==> src/rtl/dl_add_pkg.sv <==
package dl_add_pkg;

  localparam int OP_W = 4;

  typedef enum logic [1:0] {
    CMD_EXEC  = 2'b00,
    CMD_SET_A = 2'b01,
    CMD_SET_B = 2'b10,
    CMD_NONE  = 2'b11
  } cmd_e;

  typedef enum logic [2:0] {
    ACC_KEEP     = 3'd0,
    ACC_OPND     = 3'd1,
    ACC_OPND_INV = 3'd2,
    ACC_MAG      = 3'd3,
    ACC_SUM      = 3'd4
  } acc_src_e;

  typedef enum logic [1:0] {
    ADDEND_OWN  = 2'd0,
    ADDEND_LEFT = 2'd1,
    ADDEND_BREG = 2'd2
  } addend_e;

  typedef struct packed {
    acc_src_e acc_src;
    addend_e  addend;
    logic     mag_add;
    logic     inv_add;
    logic     clr_a;
    logic     save_b;
    logic     right_hold;
  } lane_ctl_t;

endpackage

==> src/rtl/dl_oc_adder.sv <==
module dl_oc_adder #(
  parameter int W = 16
) (
  input  logic [W-1:0] x,
  input  logic [W-1:0] y,
  output logic [W-1:0] sum,
  output logic         ovf
);
  logic [W:0] raw;

  always_comb begin
    raw = {1'b0, x} + {1'b0, y};
    sum = raw[W-1:0] + {{(W-1){1'b0}}, raw[W]};
    ovf = (x[W-1] == y[W-1]) && (sum[W-1] != x[W-1]);
  end
endmodule

==> src/rtl/dl_add_decode.sv <==
module dl_add_decode
  import dl_add_pkg::*;
(
  input  logic [OP_W-1:0] op,
  output lane_ctl_t       ctl
);
  always_comb begin
    ctl = '0;
    ctl.acc_src = ACC_KEEP;
    ctl.addend  = ADDEND_OWN;
    case (op)
      4'd0: ctl.acc_src = ACC_OPND;
      4'd1: begin
        ctl.acc_src = ACC_SUM;
        ctl.clr_a   = 1'b1;
      end
      4'd2: begin
        ctl.acc_src = ACC_SUM;
        ctl.addend  = ADDEND_LEFT;
        ctl.clr_a   = 1'b1;
      end
      4'd3: begin
        ctl.acc_src = ACC_SUM;
        ctl.addend  = ADDEND_BREG;
        ctl.clr_a   = 1'b1;
      end
      4'd4: ctl.acc_src = ACC_OPND_INV;
      4'd5: begin
        ctl.acc_src = ACC_SUM;
        ctl.inv_add = 1'b1;
        ctl.clr_a   = 1'b1;
      end
      4'd6: begin
        ctl.acc_src = ACC_SUM;
        ctl.addend  = ADDEND_LEFT;
        ctl.inv_add = 1'b1;
        ctl.clr_a   = 1'b1;
      end
      4'd7: begin
        ctl.acc_src = ACC_MAG;
        ctl.clr_a   = 1'b1;
      end
      4'd8: begin
        ctl.acc_src = ACC_SUM;
        ctl.mag_add = 1'b1;
        ctl.inv_add = 1'b1;
        ctl.save_b  = 1'b1;
        ctl.clr_a   = 1'b1;
      end
      default: begin
        ctl.acc_src    = ACC_SUM;
        ctl.addend     = ADDEND_LEFT;
        ctl.right_hold = 1'b1;
        ctl.clr_a      = 1'b1;
      end
    endcase
  end
endmodule

==> src/rtl/dl_add_lane.sv <==
module dl_add_lane
  import dl_add_pkg::*;
#(
  parameter int W       = 16,
  parameter bit IS_LEFT = 1'b1
) (
  input  logic         clk,
  input  logic         rst_n,
  input  logic         go,
  input  logic         set_a,
  input  logic         set_b,
  input  logic         ovf_clr,
  input  lane_ctl_t    ctl,
  input  logic [W-1:0] own_half,
  input  logic [W-1:0] left_half,
  output logic [W-1:0] acc_o,
  output logic [W-1:0] a_o,
  output logic [W-1:0] b_o,
  output logic         ovf_o
);
  logic [W-1:0] acc_q, a_q, b_q;
  logic         ovf_q;
  logic [W-1:0] addend_raw, addend_mag, addend;
  logic [W-1:0] own_mag, sum, acc_d;
  logic         add_ovf, upd, ovf_set;

  always_comb begin
    case (ctl.addend)
      ADDEND_LEFT: addend_raw = left_half;
      ADDEND_BREG: addend_raw = b_q;
      default:     addend_raw = own_half;
    endcase
    addend_mag = addend_raw[W-1] ? ~addend_raw : addend_raw;
    addend     = ctl.mag_add ? addend_mag : addend_raw;
    if (ctl.inv_add) addend = ~addend;
  end

  dl_oc_adder #(.W(W)) u_adder (
    .x   (acc_q),
    .y   (addend),
    .sum (sum),
    .ovf (add_ovf)
  );

  assign own_mag = own_half[W-1] ? ~own_half : own_half;
  assign upd     = go && (IS_LEFT || !ctl.right_hold);
  assign ovf_set = upd && (ctl.acc_src == ACC_SUM) && add_ovf;

  always_comb begin
    case (ctl.acc_src)
      ACC_OPND:     acc_d = own_half;
      ACC_OPND_INV: acc_d = ~own_half;
      ACC_MAG:      acc_d = own_mag;
      ACC_SUM:      acc_d = sum;
      default:      acc_d = acc_q;
    endcase
  end

  always_ff @(posedge clk or negedge rst_n) begin
    if (!rst_n) begin
      acc_q <= '0;
      a_q   <= '0;
      b_q   <= '0;
      ovf_q <= 1'b0;
    end else begin
      if (upd) acc_q <= acc_d;
      if (set_a) a_q <= own_half;
      else if (go && ctl.clr_a) a_q <= '0;
      if (set_b) b_q <= own_half;
      else if (upd && ctl.save_b) b_q <= acc_q;
      ovf_q <= (ovf_q && !ovf_clr) || ovf_set;
    end
  end

  assign acc_o = acc_q;
  assign a_o   = a_q;
  assign b_o   = b_q;
  assign ovf_o = ovf_q;


  a_clear_chk: assert property (@(posedge clk) disable iff (!rst_n)
    go && ctl.clr_a |=> a_q == '0);


  dim_save_chk: assert property (@(posedge clk) disable iff (!rst_n)
    go && ctl.save_b |=> b_q == $past(acc_q));


  ovf_sticky_chk: assert property (@(posedge clk) disable iff (!rst_n)
    ovf_q && !ovf_clr |=> ovf_q);


  ovf_clear_chk: assert property (@(posedge clk) disable iff (!rst_n)
    ovf_clr && !(go && ctl.acc_src == ACC_SUM) |=> !ovf_q);


  right_hold_chk: assert property (@(posedge clk) disable iff (!rst_n)
    !IS_LEFT && go && ctl.right_hold |=> $stable(acc_q));


  idle_hold_chk: assert property (@(posedge clk) disable iff (!rst_n)
    !go && !set_a && !set_b |=> $stable(acc_q) && $stable(a_q) && $stable(b_q));
endmodule

==> src/rtl/dl_add_unit.sv <==
module dl_add_unit
  import dl_add_pkg::*;
#(
  parameter int HALF_W = 16
) (
  input  logic                clk,
  input  logic                rst_n,
  input  logic                in_valid,
  output logic                in_ready,
  input  logic [1:0]          in_cmd,
  input  logic [OP_W-1:0]     in_op,
  input  logic [2*HALF_W-1:0] in_word,
  input  logic                ovf_clr,
  output logic [HALF_W-1:0]   acc_left_o,
  output logic [HALF_W-1:0]   acc_right_o,
  output logic [HALF_W-1:0]   areg_left_o,
  output logic [HALF_W-1:0]   areg_right_o,
  output logic [HALF_W-1:0]   breg_left_o,
  output logic [HALF_W-1:0]   breg_right_o,
  output logic                ovf_left_o,
  output logic                ovf_right_o
);
  localparam int WORD_W = 2 * HALF_W;
  localparam int LANES  = 2;

  lane_ctl_t         ctl;
  logic              go, set_a, set_b;
  logic [HALF_W-1:0] acc_v [LANES];
  logic [HALF_W-1:0] a_v   [LANES];
  logic [HALF_W-1:0] b_v   [LANES];
  logic              ovf_v [LANES];

  assign in_ready = 1'b1;
  assign go    = in_valid && (in_cmd == CMD_EXEC);
  assign set_a = in_valid && (in_cmd == CMD_SET_A);
  assign set_b = in_valid && (in_cmd == CMD_SET_B);

  dl_add_decode u_dec (
    .op  (in_op),
    .ctl (ctl)
  );

  for (genvar g = 0; g < LANES; g++) begin : g_lane
    dl_add_lane #(.W(HALF_W), .IS_LEFT(g == 0)) u_lane (
      .clk       (clk),
      .rst_n     (rst_n),
      .go        (go),
      .set_a     (set_a),
      .set_b     (set_b),
      .ovf_clr   (ovf_clr),
      .ctl       (ctl),
      .own_half  (in_word[WORD_W-1-g*HALF_W -: HALF_W]),
      .left_half (in_word[WORD_W-1 -: HALF_W]),
      .acc_o     (acc_v[g]),
      .a_o       (a_v[g]),
      .b_o       (b_v[g]),
      .ovf_o     (ovf_v[g])
    );
  end

  assign acc_left_o   = acc_v[0];
  assign acc_right_o  = acc_v[1];
  assign areg_left_o  = a_v[0];
  assign areg_right_o = a_v[1];
  assign breg_left_o  = b_v[0];
  assign breg_right_o = b_v[1];
  assign ovf_left_o   = ovf_v[0];
  assign ovf_right_o  = ovf_v[1];


  setb_chk: assert property (@(posedge clk) disable iff (!rst_n)
    in_valid && in_cmd == CMD_SET_B |=>
      breg_left_o == $past(in_word[WORD_W-1 -: HALF_W]) &&
      breg_right_o == $past(in_word[HALF_W-1:0]));


  cmd_none_chk: assert property (@(posedge clk) disable iff (!rst_n)
    in_valid && in_cmd == CMD_NONE |=>
      $stable(acc_left_o) && $stable(acc_right_o) && $stable(areg_left_o) && $stable(breg_right_o));
endmodule

==> config.mk <==
export PLATFORM = sky130hd
export DESIGN_NAME = dl_add_unit
export DESIGN_NICKNAME = d
export VERILOG_FILES = /design/src/rtl/dl_add_pkg.sv /design/src/rtl/dl_oc_adder.sv /design/src/rtl/dl_add_decode.sv /design/src/rtl/dl_add_lane.sv /design/src/rtl/dl_add_unit.sv
export SDC_FILE = /design/constraint.sdc
export NUM_CORES = 1
export LEC_CHECK = 0
export BUFFER_PORTS_ARGS = -buffer_cell sky130_fd_sc_hd__buf_2
export CAP_MARGIN = 20
export CORE_UTILIZATION = 48
export CTS_CLUSTER_DIAMETER = 50
export DETAILED_ROUTE_END_ITERATION = 10
export PLACE_DENSITY = 0.76
export RECOVER_POWER = 50
export SLEW_MARGIN = 20
export SYNTH_ARGS = -nofsm -noshare
export SYNTH_HDL_FRONTEND = slang
export SYNTH_SLANG_ARGS = --single-unit
==> constraint.sdc <==
create_clock -name clk -period 8.98 [get_ports clk]
set_input_delay 0.898 -clock clk [delete_from_list [all_inputs] [get_ports clk]]
set_output_delay 0.898 -clock clk [all_outputs]
set_load 0.05 [all_outputs]
Yosys cells after proc, flatten, opt, wreduce, memory -nomap -nowiden

Cells that the tools add are included.

Register bits: 98
Output and inout port bits: 99
Input bits: 42
Word-level logic and storage cells: 92

Equality and inequality tests: 20
Reductions and logical operators: 30
Mux-type cells: 24
Bitwise operators: 6
$add $sub $neg: 4

Operators with widths:

| cell               | number |
|---|---|
| $mux 16            | 16 |
| $pmux 16 s4        | 2 |
| $not 16->16        | 6 |
| $add 16x16->17     | 2 |
| $add 16x1->16      | 2 |
| $pmux 16 s2        | 1 |
| $eq 4x3->1 const B | 4 |
| $logic_and 1x1->1  | 15 |
| $pmux 3 s3         | 1 |
| $reduce_or 9->1    | 1 |
| $eq 4x2->1 const B | 2 |
| $eq 3x2->1 const B | 2 |
| $reduce_bool 2->1  | 3 |
| $reduce_or 6->1    | 1 |
| $eq 2x1->1 const B | 2 |
| $eq 2x2->1 const B | 2 |
| $eq 4x1->1 const B | 1 |
| $eq 4x4->1 const B | 1 |
| $logic_not 4->1    | 1 |
| $pmux 2 s2         | 1 |
| $reduce_and 2->1   | 2 |
| $reduce_bool 4->1  | 1 |
| $eq 3x1->1 const B | 1 |
| $eq 3x3->1 const B | 1 |
| 8 further kinds    | 13 |

Longest topological paths before layout

Gate-level depths: netlist of run 1.

Word-level depth: 16
Depth in mapped cells: 28
Depth with buffers taken out: 26

Cells and area by module

A second synthesis of run 1 with hierarchy kept.

Cells, all modules: 972
Area, all modules: 8394.3 µm²

By module, submodules not included:

| module                          | instances | seq. area each (µm²) | cells an instance | area each (µm²) |
|---|---|---|---|---|
| dl_add_lane at g_lane[0].u_lane | 1         | 1226.2               | 310               | 2889.0 |
| dl_add_lane at g_lane[1].u_lane | 1         | 1226.2               | 296               | 2763.9 |
| dl_oc_adder                     | 2         | 0.0                  | 170               | 1285.0 |
| dl_add_decode                   | 1         | 0.0                  | 21                | 130.1 |
| dl_add_unit                     | 1         | 0.0                  | 5                 | 41.3 |

Worst setup path after synthesis of run 1

Ideal clock, no wire load.

Kind: input to register
Start point: in in_op[1]
End point: reg g_lane[1].u_lane.ovf_q
Required time: 8.876 ns
Stages: 28
Path slack: 3.087 ns
Library setup time: 0.104 ns
Buffers on the path: 3
Arrival: 5.790 ns
Cells stage by stage: or2_2 clkbuf_1 nor2_1 nor2_1 nand2_1 o221ai_1 o21ai_2 buf_2 xnor2_1 ha_1 fa_1 a211oi_2 o21a_1 o21ba_1 o31a_1 o21bai_1 a21oi_1 nor2b_1 o21ai_0 nand2b_1 ha_1 and3_1 clkbuf_1 nand4_4 nor4_4 and3b_1 xnor3_1 o41ai_2

Longest elaborated chain between the ends: 16
Elaborated cells between the ends (all ways): 34
Classes of those cells: add/sub (2); eq/ne (13); mux (8); bitwise (2); reduce/logical (9)

RTL lines:

| element                                         | line                | RTL |
|---|---|---|
| from (decl)                                     | dl_add_unit.sv:11   | `input logic [OP_W-1:0] in_op,` |
| $eq 4x1->1 (tied with other cells)              | dl_add_decode.sv:11 | `case (op)` |
| $reduce_or 6->1 (no source line)                | -                   |  |
| $pmux 2 s2                                      | dl_add_decode.sv:11 |  |
| $eq 2x2->1 / $eq 2x1->1 (equally long branches) | dl_add_lane.sv:28   | `case (ctl.addend)` |
| $pmux 16 s2                                     | dl_add_lane.sv:28   |  |
| $not 16->16                                     | dl_add_lane.sv:33   | `addend_mag = addend_raw[W-1] ? ~addend_raw : addend_raw;` |
| $mux 16                                         | dl_add_lane.sv:33   |  |
| $mux 16                                         | dl_add_lane.sv:34   | `addend = ctl.mag_add ? addend_mag : addend_raw;` |
| $not 16->16                                     | dl_add_lane.sv:35   | `if (ctl.inv_add) addend = ~addend;` |
| $mux 16                                         | dl_add_lane.sv:35   |  |
| $add 16x16->17                                  | dl_oc_adder.sv:12   | `raw = {1'b0, x} + {1'b0, y};` |
| $add 16x1->16                                   | dl_oc_adder.sv:13   | `sum = raw[W-1:0] + {{(W-1){1'b0}}, raw[W]};` |
| $ne 1x1->1                                      | dl_oc_adder.sv:14   | `ovf = (x[W-1] == y[W-1]) && (sum[W-1] != x[W-1]);` |
| $logic_and 1x1->1                               | dl_oc_adder.sv:14   |  |
| $logic_and 1x1->1 *                             | dl_add_lane.sv:47   | `assign ovf_set = upd && (ctl.acc_src == ACC_SUM) && add_ovf;` |
| $logic_or 1x1->1 *                              | dl_add_lane.sv:71   | `ovf_q <= (ovf_q && !ovf_clr) \|\| ovf_set;` |
| to (signal assigned)                            | dl_add_lane.sv:71   |  |
| to (decl)                                       | dl_add_lane.sv:22   | `logic ovf_q;` |

Every way passes the cells marked *; elsewhere a longest branch is shown, timed or not.
A chain may end at the register's enable or synchronous reset.

Worst setup path in the final report of run 1

Start point: in in_op[1]
End point: reg g_lane[1].u_lane.acc_q[14]

Longest elaborated chain between the ends: 13
Elaborated cells between the ends (all ways): 34
Classes of those cells: add/sub (2); eq/ne (14); mux (9); bitwise (2); reduce/logical (7)

RTL lines:

| element                                         | line                | RTL |
|---|---|---|
| $eq 4x1->1 (tied with other cells)              | dl_add_decode.sv:11 |  |
| $reduce_or 6->1 (no source line)                | -                   |  |
| $pmux 2 s2                                      | dl_add_decode.sv:11 |  |
| $eq 2x2->1 / $eq 2x1->1 (equally long branches) | dl_add_lane.sv:28   |  |
| $pmux 16 s2                                     | dl_add_lane.sv:28   |  |
| $not 16->16                                     | dl_add_lane.sv:33   |  |
| $mux 16                                         | dl_add_lane.sv:33   |  |
| $mux 16                                         | dl_add_lane.sv:34   |  |
| $not 16->16                                     | dl_add_lane.sv:35   |  |
| $mux 16                                         | dl_add_lane.sv:35   |  |
| $add 16x16->17                                  | dl_oc_adder.sv:12   |  |
| $add 16x1->16                                   | dl_oc_adder.sv:13   |  |
| $pmux 16 s4                                     | dl_add_lane.sv:50   | `case (ctl.acc_src)` |
| to (signal assigned)                            | dl_add_lane.sv:61   | `acc_q <= '0;` |
| to (signal assigned)                            | dl_add_lane.sv:66   | `if (upd) acc_q <= acc_d;` |
| to (decl)                                       | dl_add_lane.sv:21   | `logic [W-1:0] acc_q, a_q, b_q;` |

Parallel ways exist; a longest one is shown, timed or not.

==> impl_results.md, run 1 <==
* Die W at 129.0 um
* CTS Sinks at 98
* Post-synthesis sequential area ratio at 31.65%
* Slew headroom at -139.3%
* Router iterations before antenna repair at 5
* Die Ht at 129.0 um
* Vias at 7404
* First-pass GRT wire length at 37.38 mm
* Netlist Area Pre-Place at 7747 sq um
* Max Cap Viol at 2
* Post-synthesis async set-or-reset flop share at 100.0%
* Class of the worst hold path: flip-flop to flip-flop
* Row count at 46
* Least-Margin Pin Slew at 3590 ps
* Routed Antenna Nets at 0
* Critical path capture point type: flip-flop
* Fin crit period at 6842 ps
* Avg Cell Area, Syn at 8.754 sq um
* Final RePlAce weighted congestion at 0.9651
* CTS tree: yes
* Grt ovf at 0
* DR WL/cell at 19.41 um
* Post-CTS sizing at 0
* HP Start: g_lane[1].u_lane.a_o[8]
* Synth Flop Type: dfrtp_1
* Clock transition at path regs at 70 ps
* Failing checks: capacitance limit, slew limit
* Slowest cell on the critical path: o21ai_2
* Mapped Cells at 885
* Maximum buffer depth of the clock tree at 2
* TritonCTS Buffers at 9
* I/O Pins at 141
* Initial DRC Count at 774
* Post-synth top area share at 31.65%
* Fill cells at 1456
* Mapped Nets at 966
* Share of cells above drive strength 1 at 14.16%
* Worst Path Required at 9250 ps
* Core area at 15830 sq um
* Pin count of the biggest net entering global routing at 66
* CP Buf/Inv Count at 2
* Setup TNS at 0 ps
* CP Launch Type: input port
* Die area at 16650 sq um
* Initial antenna violation count at 0
* Root buffer cell: clkbuf_16
* CP Max Fanout at 17
* Setup violators final at 0
* Hold slack at 500.8 ps
* Beginning of the critical path: in_op[1]
* #FFs+latches synth at 98
* CP top delay family: compound AO/OA/AOI/OAI gates
* Max Fclk at 146.2 MHz
* Postcts setup bufs at 0
* Dominant cells by area after synthesis: dfrtp_1 (32%), xnor2_1 (7.0%), mux2i_1 (6.3%)
* Critical path type: input port to flip-flop
* Clock latency on the worst-skew pair at 360 ps
* Syn-to-layout area delta at 14.52%
* Yosys cell types at 76
* Most used cell, CP: ha_1
* Dpl hpwl at 17.16 mm
* Port Buffers at 139
* Fin. Hold Viols at 0
* Status: complete, but fails checks
* Power per cell area at 388.0 nW/um^2
* Number of global-route vias before repair at 6857
* Nets@finish at 1072
* # hold bufs at CTS at 0
* Post-synth EDFFs at 0
* Post-synth top cells: dfrtp_1 (98), nand2_1 (98), o21ai_0 (92)
* Vias per cell at 6.109
* Setup Skew at 10.04 ps
* Syn. warnings at 0
* CTS H-Tree Depth at 3
* Worst VDD drop at 0.0002299 V
* Critical path's largest stage delay at 770 ps
* Leakage at 0.004059 uW
* N_diodes at 0
* Starting Density at 48.95%
* Fin crit share at 76.19%
* Synth area leader: dfrtp_1
* Final WL at 23.53 mm
* Reg2reg start: g_lane[1].u_lane.b_o[15]
* DRC at 0
* RSZ-0062 raised after global routing: no
* Crit path arrival time at 7110 ps
* Max-slew violations at 101
* Gr usage total at 29.24%
[sequential cells by signal, summed over array words and instances (netlist names)]
register / cells
g_lane.u_lane.acc_o: 32
g_lane.u_lane.a_o: 32
g_lane.u_lane.b_o: 32
g_lane.u_lane.ovf_o: 2
[logic make-up after synthesis]
kind of cell	Yosys count	synth area share (%)
mux	49	6.331
fa+ha+maj	39	6.492
other cells	1	0.04840
compound gates	297	26.31
xor+xnor	80	9.496
buf+inv	71	3.537
simple gates	250	16.13
flops	98	31.65
[layer usage]
metal | vias up | track usage (%) | routed length (um)
met4 | 0 | 9.758 | 592
met5 | - | 0 | 0
met2 | 262 | 47.69 | 11090
met3 | 38 | 4.211 | 1409
li1 | 3470 | - | -
met1 | 3634 | 39.90 | 10430
[placed cells by master, fill, tap and decap left out, types with 4 or more instances in the layout]
cell type	instances
nand2_1	97
a21oi_1	42
xor2_1	15
clkbuf_1	52
and2_1	9
buf_2	89
o21ai_1	10
nand3_1	8
buf_4	8
ha_1	37
xnor2_1	62
o21a_1	10
nor3_1	10
nor2b_1	12
a221oi_1	21
inv_1	18
clkbuf_16	9
nand2b_1	7
a22o_1	34
and3_1	8
o31ai_1	6
nor4_1	6
or3_1	7
nor3b_1	4
o22a_1	16
or2_2	4
o21ai_0	92
a21o_1	11
dfrtp_1	98
mux2i_1	49
nor2_1	55
a211oi_1	8
[power breakdown]
part,switching (uW),leakage (uW),internal (uW)
logic,1470,0.00266,803
clock network,182,0.000145,245
registers,166,0.00125,579
[worst reg2reg max path, cell delays in order, from the launching register on]
cell and delay (ps):
dfrtp_1 400, nand2_1 80, o221ai_1 190, o21ai_2 770, xnor2_1 190, ha_1 270, fa_1 450, a211oi_2 310
o21a_1 200, o21ba_1 190, o31a_1 220, o21bai_1 80, a21oi_1 150, nor2b_1 50, o21ai_0 150, nand2b_1 80
ha_1 210, ha_1 190, and2_1 190, and4_1 270, a211oi_1 260, a211oi_1 80, o31ai_1 220
[metrics by stage]
step	util (%)	std cells	power, uW	setup slack, ps	cell area [sq um]
floorplan	-	885	2500	3087	7747
global placement	54.44	1196	2967	2132	8617
detailed placement	54.44	1196	2994	1847	8617
CTS	56.47	1212	3437	2203	8937
global route	56.06	1212	3681	1639	8872
finish	56.06	1212	3443	2138	8872
[worst paths after layout]
path | endpoint | slack, ps | depth (start not counted)
min | g_lane[1].u_lane.a_o[8] | 500 | 1
min reg2reg | g_lane[1].u_lane.a_o[8] | 500 | 1
max | g_lane[1].u_lane.acc_o[14] | 2140 | 27
max reg2reg | g_lane[1].u_lane.acc_o[14] | 3660 | 22
max in group asynchronous | g_lane[0].u_lane.acc_o[10] | 3750 | 2
min in group asynchronous | g_lane[0].u_lane.a_o[15] | 1030 | 1
[final cells by class]
cell class                      instances  area [sq um]  share of cell area [%]
Sequential cell                        98          2452                   27.64
Clock buffer                           10         229.0                   2.581
Timing Repair Buffer                  148         696.9                   7.855
Inverter                               18         67.56                  0.7615
Multi-Input combinational cell        716          5065                   57.09
Clock inverter                          6         91.34                   1.029
Tap cell                              216         270.3                   3.046
Note: power is estimated with default switching activity, not from simulation.
==> run 2: changes to the inputs <==
- clock period: 8.98 -> 6.5 ns (I/O delays scaled with it)
==> impl_results.md, run 2 (same netlist as run 1, synthesis figures left out) <==
* Status: complete, but fails checks
* Failing checks: capacitance limit, slew limit
* Die Ht at 129.0 um
* Sequential Power Share at 21.6%
* Final WL at 23.53 mm
* DRC at 0
* Power share of the clock group at 11.5%
* Setup Skew at 12.14 ps
* Pin count of the biggest net entering global routing at 66
* CTS tree: yes
* # hold bufs at CTS at 0
* Max-slew violations at 101
* Initial antenna violation count at 0
* Power per cell area at 528.4 nW/um^2
* Gr usage total at 28.86%
* Nets@finish at 1081
* Router iterations before antenna repair at 6
* Core area at 15830 sq um
* Class of the worst hold path: flip-flop to flip-flop
* Worst Path Required at 6760 ps
* Worst VDD drop at 0.0002644 V
* Least-Margin Pin Slew at 3497 ps
* Slew headroom at -133.2%
* Logic pwr share at 66.9%
* First-pass GRT wire length at 36.65 mm
* I/O Pins at 141
* CTS Sinks at 98
* Routed Antenna Nets at 0
* DR WL/cell at 19.27 um
* Fin. Hold Viols at 0
* Final RePlAce weighted congestion at 0.9437
* Share of cells above drive strength 1 at 14.93%
* Root buffer cell: clkbuf_16
* N_diodes at 0
* Critical path capture point type: flip-flop
* Vias per cell at 6.046
* Critical path type: input port to flip-flop
* Syn-to-layout area delta at 15.04%
* Die W at 129.0 um
* Maximum buffer depth of the clock tree at 2
* Clock latency on the worst-skew pair at 370 ps
* CP Max Fanout at 9
* Port Buffers at 139
* Row count at 46
* CP Launch Type: input port
* Max Cap Viol at 2
* Setup TNS at 0 ps
* Initial DRC Count at 536
* P_int at 2191 uW
* Die area at 16650 sq um
* Vias at 7382
* Fill cells at 1480
* TritonCTS Buffers at 9
* Post-CTS sizing at 0
* Leakage at 0.004097 uW
* Commonest cells after routing, fill and taps aside: dfrtp_1 (98), nand2_1 (97), o21ai_0 (92)
* CTS H-Tree Depth at 3
* RSZ-0062 raised after global routing: no
* Starting Density at 48.95%
* Max Fclk at 177.7 MHz
* Fin crit share at 86.57%
* Postcts setup bufs at 0
* Finished Core Util at 56.31%
* Crit path arrival time at 5880 ps
* Setup violators final at 0
* Number of global-route vias before repair at 6897
* Dpl hpwl at 17.10 mm
* Fin crit period at 5627 ps
* Net switching power at 2519 uW
* Most common cell after layout, fill and taps aside: dfrtp_1
* Sw Share at 53.48%
* Grt ovf at 0
* Clock transition at path regs at 70 ps
[run 2: final timing paths]
kind / startpoint / endpoint / depth (start not counted) / slack [ps]
min in group asynchronous: rst_n / g_lane[0].u_lane.b_o[13] / 1 / 820
setup / recovery: in_op[1] / g_lane[1].u_lane.ovf_o / 26 / 870
setup reg to reg: g_lane[0].u_lane.b_o[0] / g_lane[0].u_lane.ovf_o / 20 / 1770
hold reg to reg: g_lane[0].u_lane.a_o[0] / g_lane[0].u_lane.a_o[0] / 1 / 500
hold / removal: g_lane[0].u_lane.a_o[0] / g_lane[0].u_lane.a_o[0] / 1 / 500
max in group asynchronous: rst_n / g_lane[0].u_lane.ovf_o / 2 / 1540
[run 2: per-layer routing]
metal	wire length, um	track usage [%]	vias up
met5	0	0	-
met4	612	11.42	0
met3	1355	3.509	40
met2	11050	46.96	263
met1	10510	39.22	3596
li1	-	-	3483
[run 2: final cells by class]
class	count	area (sq um)	share of cell area (%)
flip-flops and latches	98	2452	27.52
inverters	18	67.56	0.7581
clock inverters	6	50.05	0.5616
repair buffers	157	772.0	8.662
clock buffers	10	239.0	2.681
well taps	216	270.3	3.032
multi-input cells	716	5061	56.79
[run 2: per-stage QoR]
step | std cells | hold WS, ps | cell area (sq um) | setup slack, ps | power [uW]
global route | 1221 | 518.5 | 8912 | 442.1 | 5041
finish | 1221 | 503.2 | 8912 | 872.8 | 4709
CTS | 1220 | 250.7 | 8966 | 872.4 | 4708
floorplan | 885 | 354.4 | 7747 | 854.8 | 3454
global placement | 1204 | 479.2 | 8677 | 541.5 | 4136
detailed placement | 1204 | 475.2 | 8677 | 520.4 | 4152
[run 2: power by group through the flow]
stage | Clock (uW) | Sequential [uW] | Combinational (uW)
6_report | 541 | 1020 | 3150
5_1_grt | 567 | 1050 | 3430
2_1_floorplan | 0 | 1640 | 1820
3_5_place_dp | 0 | 1020 | 3130
3_3_place_gp | 0 | 1020 | 3110
4_1_cts | 546 | 1020 | 3150
[run 2: critical path, cell delays in order]
cell	delay, ps
buf_2	130
or2_2	130
nor2_1	60
nor2_1	600
nand2_1	150
o221ai_1	390
o21ai_2	140
buf_4	200
xnor2_1	280
fa_1	300
a211oi_2	110
o21a_1	220
o21ba_1	220
o31a_1	290
o21bai_1	150
a21oi_1	80
nor2b_1	100
o21ai_0	70
nand2b_1	90
ha_1	170
and3_1	300
nand4_4	150
nor4_4	190
and3b_1	260
xnor3_1	240
o41ai_2	200
